--- src/rtl/bcdc_pkg.sv ---
package bcdc_pkg;

    typedef enum logic [2:0] {
        ACT_HOLD  = 3'd0,
        ACT_INC   = 3'd1,
        ACT_DEC   = 3'd2,
        ACT_LOAD  = 3'd3,
        ACT_CLEAR = 3'd4
    } bcdc_act_e;

    localparam int unsigned STROBE_UP = 0;
    localparam int unsigned STROBE_DN = 1;
    localparam int unsigned STROBE_N  = 2;

endpackage

--- src/rtl/bcdc_edge.sv ---
module bcdc_edge #(
    parameter int unsigned N = 2
) (
    input  logic         clk,
    input  logic         rst_n,
    input  logic [N-1:0] lvl_i,
    output logic [N-1:0] rise_o
);
    for (genvar g = 0; g < N; g++) begin : g_bit
        logic prev_d, prev_q;

        always_comb begin
            prev_d = lvl_i[g];
        end

        always_ff @(posedge clk or negedge rst_n) begin
            if (!rst_n) prev_q <= 1'b1;
            else        prev_q <= prev_d;
        end

        assign rise_o[g] = lvl_i[g] & ~prev_q;
    end
endmodule

--- src/rtl/bcdc_arbiter.sv ---
module bcdc_arbiter
    import bcdc_pkg::*;
(
    input  logic                clr_i,
    input  logic                load_n_i,
    input  logic [STROBE_N-1:0] lvl_i,
    input  logic [STROBE_N-1:0] rise_i,
    output bcdc_act_e           act_o
);
    logic up_ok, dn_ok;

    always_comb begin
        up_ok = rise_i[STROBE_UP] & lvl_i[STROBE_DN] & ~rise_i[STROBE_DN];
        dn_ok = rise_i[STROBE_DN] & lvl_i[STROBE_UP] & ~rise_i[STROBE_UP];
        if (clr_i)         act_o = ACT_CLEAR;
        else if (!load_n_i) act_o = ACT_LOAD;
        else if (up_ok)    act_o = ACT_INC;
        else if (dn_ok)    act_o = ACT_DEC;
        else               act_o = ACT_HOLD;
    end
endmodule

--- src/rtl/bcdc_step.sv ---
module bcdc_step
    import bcdc_pkg::*;
#(
    parameter int unsigned MODULUS = 10,
    parameter int unsigned W       = 4
) (
    input  logic [W-1:0] cnt_i,
    input  logic [W-1:0] preset_i,
    input  bcdc_act_e    act_i,
    output logic [W-1:0] cnt_o
);
    localparam logic [W-1:0] TOP = W'(MODULUS - 1);

    always_comb begin
        unique case (act_i)
            ACT_CLEAR: cnt_o = '0;
            ACT_LOAD:  cnt_o = preset_i;
            ACT_INC:   cnt_o = (cnt_i >= TOP) ? '0 : cnt_i + 1'b1;
            ACT_DEC:   cnt_o = (cnt_i == '0 || cnt_i > TOP) ? TOP : cnt_i - 1'b1;
            default:   cnt_o = cnt_i;
        endcase
    end
endmodule

--- src/rtl/bcdc_tc.sv ---
module bcdc_tc #(
    parameter int unsigned MODULUS = 10,
    parameter int unsigned W       = 4
) (
    input  logic [W-1:0] cnt_i,
    input  logic         up_i,
    input  logic         dn_i,
    output logic         carry_n_o,
    output logic         borrow_n_o
);
    localparam logic [W-1:0] TOP = W'(MODULUS - 1);

    always_comb begin
        carry_n_o  = ~((cnt_i == TOP) & ~up_i);
        borrow_n_o = ~((cnt_i == '0)  & ~dn_i);
    end
endmodule

--- src/rtl/bcd_dual_strobe_digit.sv ---
module bcd_dual_strobe_digit
    import bcdc_pkg::*;
#(
    parameter int unsigned MODULUS = 10,
    parameter int unsigned W       = 4
) (
    input  logic         clk,
    input  logic         rst_n,
    input  logic         clr_i,
    input  logic         load_n_i,
    input  logic [W-1:0] preset_i,
    input  logic         up_i,
    input  logic         dn_i,
    output logic [W-1:0] count_o,
    output logic         carry_n_o,
    output logic         borrow_n_o
);
    localparam logic [W-1:0] TOP = W'(MODULUS - 1);

    typedef struct packed {
        logic [W-1:0] cnt;
    } state_t;

    state_t state_d, state_q;
    logic [STROBE_N-1:0] lvl, rise;
    bcdc_act_e act;
    logic [W-1:0] cnt_nxt;

    assign lvl[STROBE_UP] = up_i;
    assign lvl[STROBE_DN] = dn_i;

    bcdc_edge #(.N(STROBE_N)) u_edge (
        .clk(clk), .rst_n(rst_n), .lvl_i(lvl), .rise_o(rise)
    );

    bcdc_arbiter u_arb (
        .clr_i(clr_i), .load_n_i(load_n_i), .lvl_i(lvl), .rise_i(rise), .act_o(act)
    );

    bcdc_step #(.MODULUS(MODULUS), .W(W)) u_step (
        .cnt_i(state_q.cnt), .preset_i(preset_i), .act_i(act), .cnt_o(cnt_nxt)
    );

    bcdc_tc #(.MODULUS(MODULUS), .W(W)) u_tc (
        .cnt_i(state_q.cnt), .up_i(up_i), .dn_i(dn_i),
        .carry_n_o(carry_n_o), .borrow_n_o(borrow_n_o)
    );

    always_comb begin
        state_d     = state_q;
        state_d.cnt = cnt_nxt;
    end

    always_ff @(posedge clk or negedge rst_n) begin
        if (!rst_n) state_q <= '0;
        else        state_q <= state_d;
    end

    assign count_o = state_q.cnt;

    a_r2_clear_wins: assert property (@(posedge clk) disable iff (!rst_n)
        clr_i |=> count_o == '0);

    a_r3_load_value: assert property (@(posedge clk) disable iff (!rst_n)
        (!clr_i && !load_n_i) |=> count_o == $past(preset_i));

    a_r6_both_rise_hold: assert property (@(posedge clk) disable iff (!rst_n)
        (!clr_i && load_n_i && rise[STROBE_UP] && rise[STROBE_DN]) |=> $stable(count_o));

    a_r7_carry_only_at_top: assert property (@(posedge clk) disable iff (!rst_n)
        !carry_n_o |-> (count_o == TOP && !up_i));

    a_r8_borrow_only_at_zero: assert property (@(posedge clk) disable iff (!rst_n)
        !borrow_n_o |-> (count_o == '0 && !dn_i));

    a_r9_recover_legal: assert property (@(posedge clk) disable iff (!rst_n)
        (count_o > TOP && (act == ACT_INC || act == ACT_DEC)) |=> count_o <= TOP);
endmodule

--- config.mk ---
export PLATFORM = sky130hd
export DESIGN_NAME = bcd_dual_strobe_digit
export DESIGN_NICKNAME = d
export VERILOG_FILES = /design/src/rtl/bcdc_pkg.sv /design/src/rtl/bcdc_edge.sv /design/src/rtl/bcdc_arbiter.sv /design/src/rtl/bcdc_step.sv /design/src/rtl/bcdc_tc.sv /design/src/rtl/bcd_dual_strobe_digit.sv
export SDC_FILE = /design/constraint.sdc
export NUM_CORES = 1
export LEC_CHECK = 0
export CORE_AREA = 2 2 39 41
export DETAILED_ROUTE_END_ITERATION = 8
export DIE_AREA = 0 0 41 43
export PLACE_DENSITY_LB_ADDON = 0.3
export SLEW_MARGIN = 20
export SYNTH_ARGS = -nofsm -noshare
export SYNTH_HDL_FRONTEND = slang
export SYNTH_HIERARCHICAL = 1
export SYNTH_SLANG_ARGS = --single-unit
export TNS_END_PERCENT = 50
--- constraint.sdc ---
create_clock -name clk -period 4.39 [get_ports clk]
set_input_delay 0.6585 -clock clk [delete_from_list [all_inputs] [get_ports clk]]
set_output_delay 0.6585 -clock clk [all_outputs]
set_load 0.03 [all_outputs]
### Yosys cells after proc, flatten, opt, wreduce, memory -nomap -nowiden

Cells that the tools add are included.

| storage, ports and cells | value |
|---|---|
| flip-flop bits (word level) | 6 |
| word-level logic and storage cells | 38 |
| input port bits | 10 |

| cells by class | value |
|---|---|
| reductions and logical operators | 3 |
| $lt $le $gt $ge | 2 |
| bitwise operators | 16 |
| mux-type cells | 7 |
| add/subtract/negate cells | 2 |
| eq/ne operators | 5 |

Operators by type and width:

| cell | count |
|---|---|
| 4-bit one-hot mux with 4 select lines | 1 |
| 3-bit 2-to-1 mux | 3 |
| 1-bit bitwise AND | 8 |
| 4-bit 2-to-1 mux | 2 |
| 1-bit inverter | 8 |
| 3-bit by 2-bit == test with 1-bit output, second input constant | 2 |
| 4-bit by 1-bit adder with 4-bit output, second input constant | 1 |
| 4-bit == test, second input constant | 1 |
| 4-bit >= comparator, second input constant | 1 |
| 4-bit greater-than comparator, second input constant | 1 |
| 4-bit logical NOT | 1 |
| 4-bit nonzero test | 1 |
| 4-bit by 1-bit subtractor with 4-bit output, second input constant | 1 |
| 3-bit by 1-bit == test with 1-bit output, second input constant | 1 |
| 3-bit == test, second input constant | 1 |
| 2-bit 2-to-1 mux | 1 |
| 1-bit logical OR | 1 |

### Depth between registers and ports, before layout

Gate-level depths: netlist of the first run.

| logic depth | value |
|---|---|
| word-level depth | 10 |
| gate-level depth with buffers | 8 |
| depth with buffers taken out | 7 |

### By module

Netlist of the first run, hierarchy kept.

Modules (own cells, without submodules):

| module | area each (um^2) | seq. area each (um^2) | instances | cells each |
|---|---|---|---|---|
| bcdc_step | 409.1 | 0.0 | 1 | 59 |
| bcd_dual_strobe_digit | 100.1 | 100.1 | 1 | 4 |
| bcdc_edge | 80.1 | 52.6 | 1 | 4 |
| bcdc_arbiter | 32.5 | 0.0 | 1 | 5 |
| bcdc_tc | 21.3 | 0.0 | 1 | 4 |

### Worst setup path after synthesis of the first run

Ideal clock, no wire load.

| timing | value |
|---|---|
| path kind | input-to-reg |
| from | input port up_i |
| to | register state_q, in the netlist count_o[2] |
| buffers on the path | 1 |
| data arrival time | 1924 ps |
| path slack | 2329 ps |
| cell stages on the path | 7 |
| library setup time | 137 ps |
| path through | nor2b_4 -> nand3b_1 -> a21oi_1 -> buf_4 -> nor2_1 -> a311oi_1 -> o32ai_1 |

| between the ends | value |
|---|---|
| word-level cells in the longest chain between the ends | 9 |

RTL lines:

| what | RTL line | RTL |
|---|---|---|
| from (decl) | bcd_dual_strobe_digit.sv:12 | `input logic up_i,` |
| 1-bit bitwise AND | bcdc_edge.sv:21 | `assign rise_o[g] = lvl_i[g] & ~prev_q;` |
| 1-bit inverter | bcdc_arbiter.sv:14 | `dn_ok = rise_i[STROBE_DN] & lvl_i[STROBE_UP] & ~rise_i[STROBE_UP];` |
| 1-bit bitwise AND | bcdc_arbiter.sv:14 |  |
| 2-bit 2-to-1 mux | bcdc_arbiter.sv:18 | `else if (dn_ok) act_o = ACT_DEC;` |
| 3-bit 2-to-1 mux * | bcdc_arbiter.sv:17 | `else if (up_ok) act_o = ACT_INC;` |
| 3-bit 2-to-1 mux * | bcdc_arbiter.sv:16 | `else if (!load_n_i) act_o = ACT_LOAD;` |
| 3-bit 2-to-1 mux * | bcdc_arbiter.sv:15 | `if (clr_i) act_o = ACT_CLEAR;` |
| via act[1] | bcd_dual_strobe_digit.sv:26 | `bcdc_act_e act;` |
| 3-bit by 2-bit == test with 1-bit output, or another cell as far along | bcdc_step.sv:15 | `unique case (act_i)` |
| 4-bit one-hot mux with 4 select lines * | bcdc_step.sv:15 |  |
| via cnt_nxt[2] | bcd_dual_strobe_digit.sv:27 | `logic [W-1:0] cnt_nxt;` |
| to (signal assigned) | bcd_dual_strobe_digit.sv:56 | `else state_q <= state_d;` |
| to (decl) | bcd_dual_strobe_digit.sv:24 | `state_t state_d, state_q;` |

The timed path passes the listed nets; every way through them passes the cells marked *.
A chain may end at the register's enable or synchronous reset.

### Worst setup path after layout of the first run

| timing | value |
|---|---|
| from | input port clr_i |
| to | register state_q, in the netlist count_o[2] |

| between the ends | value |
|---|---|
| word-level cells in the longest chain between the ends | 3 |

RTL lines:

| what | RTL line | RTL |
|---|---|---|
| from (decl) | bcd_dual_strobe_digit.sv:9 | `input logic clr_i,` |
| 3-bit 2-to-1 mux * | bcdc_arbiter.sv:15 |  |
| via act[0] | bcd_dual_strobe_digit.sv:26 |  |
| 3-bit by 2-bit == test with 1-bit output, or another cell as far along | bcdc_step.sv:15 |  |
| 4-bit one-hot mux with 4 select lines * | bcdc_step.sv:15 |  |
| via cnt_nxt[2] | bcd_dual_strobe_digit.sv:27 |  |

Marked as above.

==> qor.txt, run 1 <==
outcome -> completed
overall routing resource usage -> 19.3%
Leak Pwr -> 0.000310 uW
relative slew slack -> 49.2%
type of origin of the critical path -> primary input
RSZ-0062 raised after global routing -> no
first-pass GRT wire length -> 2340 um
pin count of the biggest net entering global routing -> 18
Max Freq -> 334 MHz
Worst-Margin Slew -> 0.762 ns
final setup violation count -> 0
largest family of logic cells by synthesized area -> compound AO/OA/AOI/OAI gates
Starting Density -> 46.5%
Fin. Hold Viols -> 0
Total Routed Length -> 1450 um
DIE WIDTH -> 41 um
Max stage delay on crit path -> 0.74 ns
post-CTS sizing -> 0
Fillers -> 120
GR Overflow Total -> 0
Synth Area in Compound Gates -> 29.4%
Final period util -> 68.3%
Yosys reg bits -> 6
Register Area -> 153 um2
DIE HEIGHT -> 43 um
CTS tree -> yes
Core Area -> 1380 um2
multiplexer share of the synthesized area -> 1.56%
vias in the first global route -> 529
VDD IR max -> 0.159 mV
sequential element share of the synthesized area -> 23.7%
Iter 0 DRT Violations -> 17
share of cells above drive strength 1 -> 14.4%
CP Capture Type -> flop
via count -> 631
WL/cell -> 13.7 um
simple-gate share of the synthesized area -> 29.4%
Int Power -> 193 uW
Pins Over Slew Limit -> 0
CP Data Arrival Time -> 3.12 ns
Clock Latency Late Sink -> 0.25 ns
# rows -> 14
Num CTS Buffers -> 3
logic gate share of total power -> 54.7%
P_sw -> 160 uW
count leader, synth -> nor2_1
cts hold-fix bufs -> 0
io pins -> 16
number of warning messages in the yosys log -> 6
Synth Net Count -> 89
ant diodes -> 0
first drt pass iteration count -> 4
Final min period -> 3.00 ns
delay-heaviest family, CP -> compound AO/OA/AOI/OAI gates
top cell type's share of synthesized area -> 15.6%
cell taking the most area after synthesis -> dfrtp_1
Via density -> 5.95
Critical-path top delay cell -> a21oi_1
TNS Setup -> 0 ns
Hold Crit Class -> in2async
Synth Instances -> 76
initial antenna violation count -> 0
root buf cell -> clkbuf_4
drt drc -> 0
DP Wirelength -> 1070 um
Pwr Density -> 440 nW/um2
clock-pin transition on the worst setup and hold timing paths -> 0.05 ns
die area -> 1760 um2
# Max-Cap Violations -> 0
Sequential Power Share -> 29.9%
Sw Ratio -> 45.3%
worst-path fanout max -> 17
top cells by area, synth -> dfrtp_1 16%, dfstp_2 8.2%, ha_1 5.8%
total power -> 353 uW
Nets -> 104
WP buf/inv -> 2
Synth Area in Adders -> 5.84%
Synth cell types -> 37
Post-synth EDFFs -> 0
area grow syn2layout -> 24.7%
Routed Antenna Nets -> 0
worst endpoint required time -> 4.51 ns
Syn Area/Cell -> 8.46 um2
area of the multi-input gates -> 434 um2
Max Root-Sink Buffers -> 2
Clock Skew -> 0.00772 ns
Port-buffer cells -> 15
Setup Fix Bufs, Post-CTS -> 0
clock network power share -> 15.4%
Setup Crit Path Kind -> in2reg
Primary FF master, synth -> dfrtp_1
sinks on the clock net -> 6
most frequent cells after synthesis -> 8 x nor2_1, 7 x a21oi_1, 6 x nand2_1
crit path cell chain -> clkdlybuf4s50_1, a21oi_1, inv_1, a2111oi_4, a221oi_1, o32ai_1
H-tree depth -> 1
fraction of registers with async set/reset -> 100%
Synth Area in XOR/XNOR -> 1.36%
mapped cell area -> 643 um2
GP Congestion -> 0.862
[cell families after synthesis]
family,after synthesis
xor+xnor,1
buf+inv,9
compound gates,25
simple gates,31
flops,6
fa+ha+maj,3
mux,1
[routing by layer]
layer	GRT usage (%)	share of wire (%)
met1	25.0	47
met2	30.3	49
met3	1.57	3.2
met4	10.0	0.55
met5	0	0
[final cells by class]
class                      instances  share of cell area (%)
tap                               16                    2.50
clock buffer                       4                    3.28
multi-input combinational         61                    54.1
sequential                         6                    19.0
inverter                           3                    1.40
timing repair buffer              16                    19.7
[sequential cells by signal, indices dropped and copies added, names as in the netlist]
| register | flops |
|---|---|
| count_o | 4 |
| u_edge/g_bit.prev_q | 2 |
[final timing paths]
check,start,to,slack (ns),cells after the start
worst max-delay path,clr_i,count_o[2]$_DFF_PN0_,1.39,6
worst min-delay path,rst_n,count_o[3]$_DFF_PN0_,0.65,1
worst max register to register,u_edge/g_bit[1].prev_q$_DFF_PN1_,count_o[2]$_DFF_PN0_,1.90,7
worst min register to register,count_o[1]$_DFF_PN0_,count_o[1]$_DFF_PN0_,0.78,2
max in group asynchronous,rst_n,u_edge/g_bit[0].prev_q$_DFF_PN1_,3.47,1
min in group clk,count_o[1]$_DFF_PN0_,count_o[1]$_DFF_PN0_,0.78,2
[cells in the final DEF (no fill, tap or decap), types with 2 or more instances in the layout]
cell	n
nor3_1	2
o211ai_1	2
dfrtp_1	4
o21ai_0	4
nor2_1	8
dfstp_2	2
nand3b_1	3
nand3_1	2
nand2_1	6
inv_1	3
ha_1	3
a21oi_1	7
clkbuf_4	3
nor2b_4	2
clkdlybuf4s50_1	15
nor3b_1	2
[through the flow]
stage	std cells	setup WS (ns)	cell area, um2	hold slack, ns	util, %
after detailed placement	102	1.20	776	0.785	56.1
final	106	1.39	802	0.646	58.0
after global routing	106	1.19	802	0.665	58.0
after CTS	106	1.45	802	0.653	58.0
after floorplan	76	2.33	643	0.363	-
after global placement	102	1.31	776	0.780	56.1
[power by group through the flow]
stage / Clock, uW / Combinational, uW / Sequential [uW]
after floorplan: 0 / 130 / 111
after global placement: 0 / 190 / 105
after detailed placement: 0 / 191 / 106
after CTS: 55.3 / 192 / 106
after global routing: 59.6 / 213 / 110
final: 54.4 / 193 / 106
Note: power is estimated with default switching activity, not from simulation.
==> inputs of run 2 (changes only) <==
CORE_AREA = default   (was 2 2 39 41)
CORE_MARGIN = 2   (was default)
CORE_UTILIZATION = 47   (was default)
DIE_AREA = default   (was 0 0 41 43)
clock period = 2.8 ns   (was 4.39 ns; I/O delays follow)
==> run 2 against run 1 <==
  * Clock skew decreased by 0.0021 ns
  * Sequential power increased by 56%
  * Routed wire length increased by 1.5%
  * Combinational power increased by 60%
  * Hold slack got worse by 0.23 ns
  * Utilization increased by 5.5 points
  * Critical path type is now in2out
==> qor.txt, run 2 (synthesized netlist as in run 1, its figures left out) <==
outcome -> completed
Clock Latency Late Sink -> 0.24 ns
initial antenna violation count -> 0
Max stage delay on crit path -> 0.66 ns
Final min period -> 2.19 ns
total power -> 558 uW
Cells after DPL -> 103
Fillers -> 118
final instance area -> 816 um2
most common cell after layout, fill and taps aside -> clkdlybuf4s50_1
drt drc -> 0
Area after DPL -> 790 um2
TNS Setup -> 0 ns
area grow syn2layout -> 26.8%
max reg flops -> 4
Via density -> 5.91
Max Root-Sink Buffers -> 2
Port-buffer cells -> 15
clock-pin transition on the worst setup and hold timing paths -> 0.05 ns
Hold Crit Class -> in2async
worst setup path end -> borrow_n_o
sinks on the clock net -> 6
Total Routed Length -> 1470 um
type of origin of the critical path -> primary input
DP Wirelength -> 1100 um
io pins -> 16
Top reg by flops -> count_o
cts hold-fix bufs -> 0
ant diodes -> 0
share of cells above drive strength 1 -> 16.3%
first-pass GRT wire length -> 2240 um
pin count of the biggest net entering global routing -> 16
first drt pass iteration count -> 4
Pins Over Slew Limit -> 0
area of the multi-input gates -> 434 um2
Routed Antenna Nets -> 0
RSZ-0062 raised after global routing -> no
commonest non-fill, non-tap cells in the layout -> 15 x clkdlybuf4s50_1, 8 x nor2_1, 7 x a21oi_1, 6 x nand2_1
via count -> 632
VDD IR max -> 0.434 mV
H-tree depth -> 1
CP Capture Type -> primary output
GR Overflow Total -> 0
CTS tree -> yes
Num CTS Buffers -> 3
final non-filler cell total -> 107
worst-path fanout max -> 4
Register Area -> 153 um2
Worst-Margin Slew -> 0.426 ns
DIE WIDTH -> 41.0 um
post-CTS sizing -> 0
Nets -> 106
cell mode on critical path -> clkdlybuf4s50_1
root buf cell -> clkbuf_4
Fin. Hold Viols -> 0
Starting Density -> 50.0%
Setup Fix Bufs, Post-CTS -> 0
Final period util -> 78.3%
die area -> 1680 um2
R2R Path End -> count_o[2]$_DFF_PN0_
Top Registers -> count_o x4, u_edge/g_bit.prev_q x2
Max Freq -> 456 MHz
Setup crit start -> dn_i
Pwr Density -> 685 nW/um2
final setup violation count -> 0
Setup Crit Path Kind -> in2out
overall routing resource usage -> 19.4%
# rows -> 13
Critical-path top delay cell -> clkdlybuf4s50_1
Clock Skew -> 0.00561 ns
crit path cell chain -> clkdlybuf4s50_1, nor3_1, nand2_1, clkdlybuf4s50_1
Reg2Reg Setup Slack -> 0.69 ns
DIE HEIGHT -> 41.0 um
Iter 0 DRT Violations -> 28
Core Area -> 1280 um2
GP Congestion -> 0.823
R2R cell count -> 6
CP Data Arrival Time -> 1.77 ns
# Max-Cap Violations -> 0
R2R Path Start -> count_o[0]$_DFF_PN0_
relative slew slack -> 71.6%
WL/cell -> 13.7 um
Leak Pwr -> 0.000320 uW
worst endpoint required time -> 2.38 ns
vias in the first global route -> 514
==> run 2: cell types whose count changed in the layout (fill, tap and decap cells not counted), sizes merged <==
| cell | previous run | this run |
|---|---|---|
| buf | 1 | 3 |
==> run 2: worst max-delay path, delay by kind of cell <==
family,cells,cell delay (ns)
AND/OR/NAND/NOR,2,0.15
buffers and inverters,2,1.20
==> run 2: layout make-up <==
type                            count  area share [%]
Multi-Input combinational cell     61            53.2
Timing Repair Buffer               18            21.2
Sequential cell                     6            18.7
Clock buffer                        4            3.22
Tap cell                           15            2.30
Inverter                            3            1.38
==> run 2: where the power goes <==
| group | total, uW | internal, uW | switching (uW) |
|---|---|---|---|
| Sequential | 165 | 106 | 58.2 |
| Combinational | 308 | 145 | 163 |
| Clock | 85.4 | 54.0 | 31.4 |
==> run 2: layer usage <==
metal  wire length [um]  part of all wire [%]  GRT usage (%)  vias up
li1                   -                     -              -      313
met1                669                    46           24.5      298
met2                736                    50           35.5       21
met3                 64                   4.4           2.72        0
met4                  0                     0           1.67        0
met5                  0                     0              0        -
==> run 2: how the worst min path moves through the flow <==
stage               startpoint                    to  slack [ns]  depth (start not counted)
floorplan                rst_n  count_o[0]$_DFF_PN0_        0.12                          0
global placement         rst_n  count_o[0]$_DFF_PN0_        0.67                          1
detailed placement       rst_n  count_o[3]$_DFF_PN0_        0.68                          1
CTS                      rst_n  count_o[3]$_DFF_PN0_        0.42                          1
global route             rst_n  count_o[3]$_DFF_PN0_        0.42                          1
finish                   rst_n  count_o[3]$_DFF_PN0_        0.41                          1
==> run 2: stage by stage <==
step                worst slack [ns]  util, %  hold slack [ns]
floorplan                      0.768        -            0.124
global placement               0.521     61.4            0.673
detailed placement             0.498     61.4            0.676
CTS                            0.599     63.5            0.420
global route                   0.544     63.5            0.424
finish                         0.608     63.5            0.412
==> inputs of run 3 (changes only) <==
CORE_UTILIZATION = 42   (was 47)
clock period = 1.8 ns   (was 2.8 ns; I/O delays follow)
==> run 3 against run 2 <==
  * The flow now finishes with violations (negative setup slack)
  * Total power is 84% higher
  * Hold slack worse by 0.15 ns
  * Non-clock buffer count is 15 higher
  * Sequential power is 31% higher
  * Clock skew hardly changed
  * Sequential share of layout area is 2.6 points lower
  * Critical path depth is 1 higher
  * First-iteration DRC count is 11% lower
  * Die area is 11% higher
  * Routed wire length is 33% higher
  * Clock power is 73% higher
  * Register-to-register slack worse by 0.69 ns
  * Largest cell class unchanged
==> qor.txt, run 3 (synthesized netlist as in run 1, its figures left out) <==
Max Root-Sink Buffers -> 2
root buf cell -> clkbuf_4
Max Freq -> 555 MHz
DP Wirelength -> 1380 um
DIE HEIGHT -> 43.1 um
worst endpoint required time -> 1.96 ns
GR Overflow Total -> 0
via count -> 731
ant diodes -> 0
CP Capture Type -> flop
Hold Crit Class -> in2async
total power -> 1030 uW
first drt pass iteration count -> 5
Pwr Density -> 1070 nW/um2
share of cells above drive strength 1 -> 39.3%
cts hold-fix bufs -> 0
sinks on the clock net -> 6
Sequential Power Share -> 21.0%
relative slew slack -> 76.3%
worst-path fanout max -> 6
Register Area -> 155 um2
TNS Setup -> -0.00201 ns
Top Registers -> count_o x4, u_edge/g_bit.prev_q x2
WL/cell -> 15.9 um
Int Power -> 568 uW
Leak Pwr -> 0.000409 uW
CP Data Arrival Time -> 1.96 ns
clock network power share -> 14.4%
Total Routed Length -> 1960 um
Final period util -> 100%
Core Area -> 1470 um2
die area -> 1860 um2
Nets -> 121
R2R Path Start -> count_o[0]$_DFF_PN0_
initial antenna violation count -> 0
H-tree depth -> 1
first-pass GRT wire length -> 3020 um
Clock Latency Late Sink -> 0.26 ns
Pins Over Slew Limit -> 0
final setup violation count -> 1
Starting Density -> 43.7%
drt drc -> 0
final worst slack -> -0.00201 ns
Setup Crit Path Kind -> reg2reg
Port-buffer cells -> 15
DIE WIDTH -> 43.1 um
io pins -> 16
pin count of the biggest net entering global routing -> 16
logic gate share of total power -> 64.6%
most common cell after layout, fill and taps aside -> buf_4
clock-pin transition on the worst setup and hold timing paths -> 0.05 ns
hold slack -> 0.261 ns
area grow syn2layout -> 50.0%
# Max-Cap Violations -> 0
Num CTS Buffers -> 3
Reg2Reg Setup Slack -> -0.002 ns
outcome -> finished with violations
failing checks -> negative setup slack
Iter 0 DRT Violations -> 25
R2R cell count -> 5
vias in the first global route -> 643
Worst-Margin Slew -> 0.356 ns
Sw Ratio -> 44.8%
R2R Path End -> count_o[2]$_DFF_PN0_
GP Congestion -> 0.840
Routed Antenna Nets -> 0
VDD IR max -> 0.550 mV
P_sw -> 461 uW
Via density -> 5.94
Fin. Hold Viols -> 0
commonest non-fill, non-tap cells in the layout -> 18 x buf_4, 12 x clkdlybuf4s50_1, 8 x nor2_1, 6 x nand2_1, 5 x a21oi_1
area of the multi-input gates -> 465 um2
Top reg by flops -> count_o
RSZ-0062 raised after global routing -> yes
Final min period -> 1.80 ns
overall routing resource usage -> 22.0%
Fillers -> 131
Clock Skew -> 0.00531 ns
Place WS -> -0.258 ns
CTS tree -> yes
max reg flops -> 4
# rows -> 14
type of origin of the critical path -> flop
run 3: worst max-delay path by stage:
stage	to	start	depth (start not counted)	slack, ns
6_report	count_o[2]$_DFF_PN0_	count_o[0]$_DFF_PN0_	5	-0.002
2_1_floorplan	count_o[2]$_DFF_PN0_	count_o[1]$_DFF_PN0_	6	-0.003
4_1_cts	count_o[2]$_DFF_PN0_	count_o[0]$_DFF_PN0_	5	-0.001
3_5_place_dp	count_o[2]$_DFF_PN0_	up_i	9	-0.26
5_1_grt	count_o[2]$_DFF_PN0_	count_o[0]$_DFF_PN0_	5	-0.06
3_3_place_gp	count_o[2]$_DFF_PN0_	up_i	8	-0.24
run 3: layer usage:
| metal | vias to the layer above | share of wire (%) | GRT usage [%] |
|---|---|---|---|
| met2 | 42 | 49 | 34.3 |
| met1 | 335 | 39 | 27.8 |
| li1 | 344 | - | - |
| met5 | - | 0 | 0 |
| met4 | 0 | 4.8 | 14.5 |
| met3 | 10 | 7.3 | 2.98 |
run 3: repair_timing:
item / 4_1_cts / 5_1_grt
setup buffers: 0 / 4
cloned: 0 / 1
endpoints found under the setup margin: 2 / 5
resized for setup: 2 / 6
pin swaps: 0 / 3
run 3: worst max-delay path, stage by stage, from the launching register on:
cell       delay (ns)
dfrtp_2          0.45
ha_2             0.21
or3b_4           0.39
a2111oi_4        0.39
a221oi_1         0.14
o32ai_1          0.12
run 3: power groups by stage:
stage	logic, uW	clock network (uW)	registers, uW
after floorplan	343	0	278
after global placement	600	0	212
after detailed placement	620	0	214
after CTS	630	149	212
after global routing	723	154	220
final	665	148	216
run 3: cell type report:
class,count,area share [%]
inverter,3,1.43
clock buffer,4,2.72
timing repair buffer,33,29.4
tap,16,2.08
sequential,6,16.1
multi-input combinational,61,48.2
run 3: through the flow:
| step | util (%) | instances | area (um2) |
|---|---|---|---|
| 6_report | 65.6 | 123 | 965 |
| 5_1_grt | 65.6 | 123 | 965 |
| 4_1_cts | 62.1 | 118 | 913 |
| 3_5_place_dp | 59.9 | 114 | 882 |
| 3_3_place_gp | 59.9 | 114 | 882 |
| 2_1_floorplan | - | 76 | 664 |
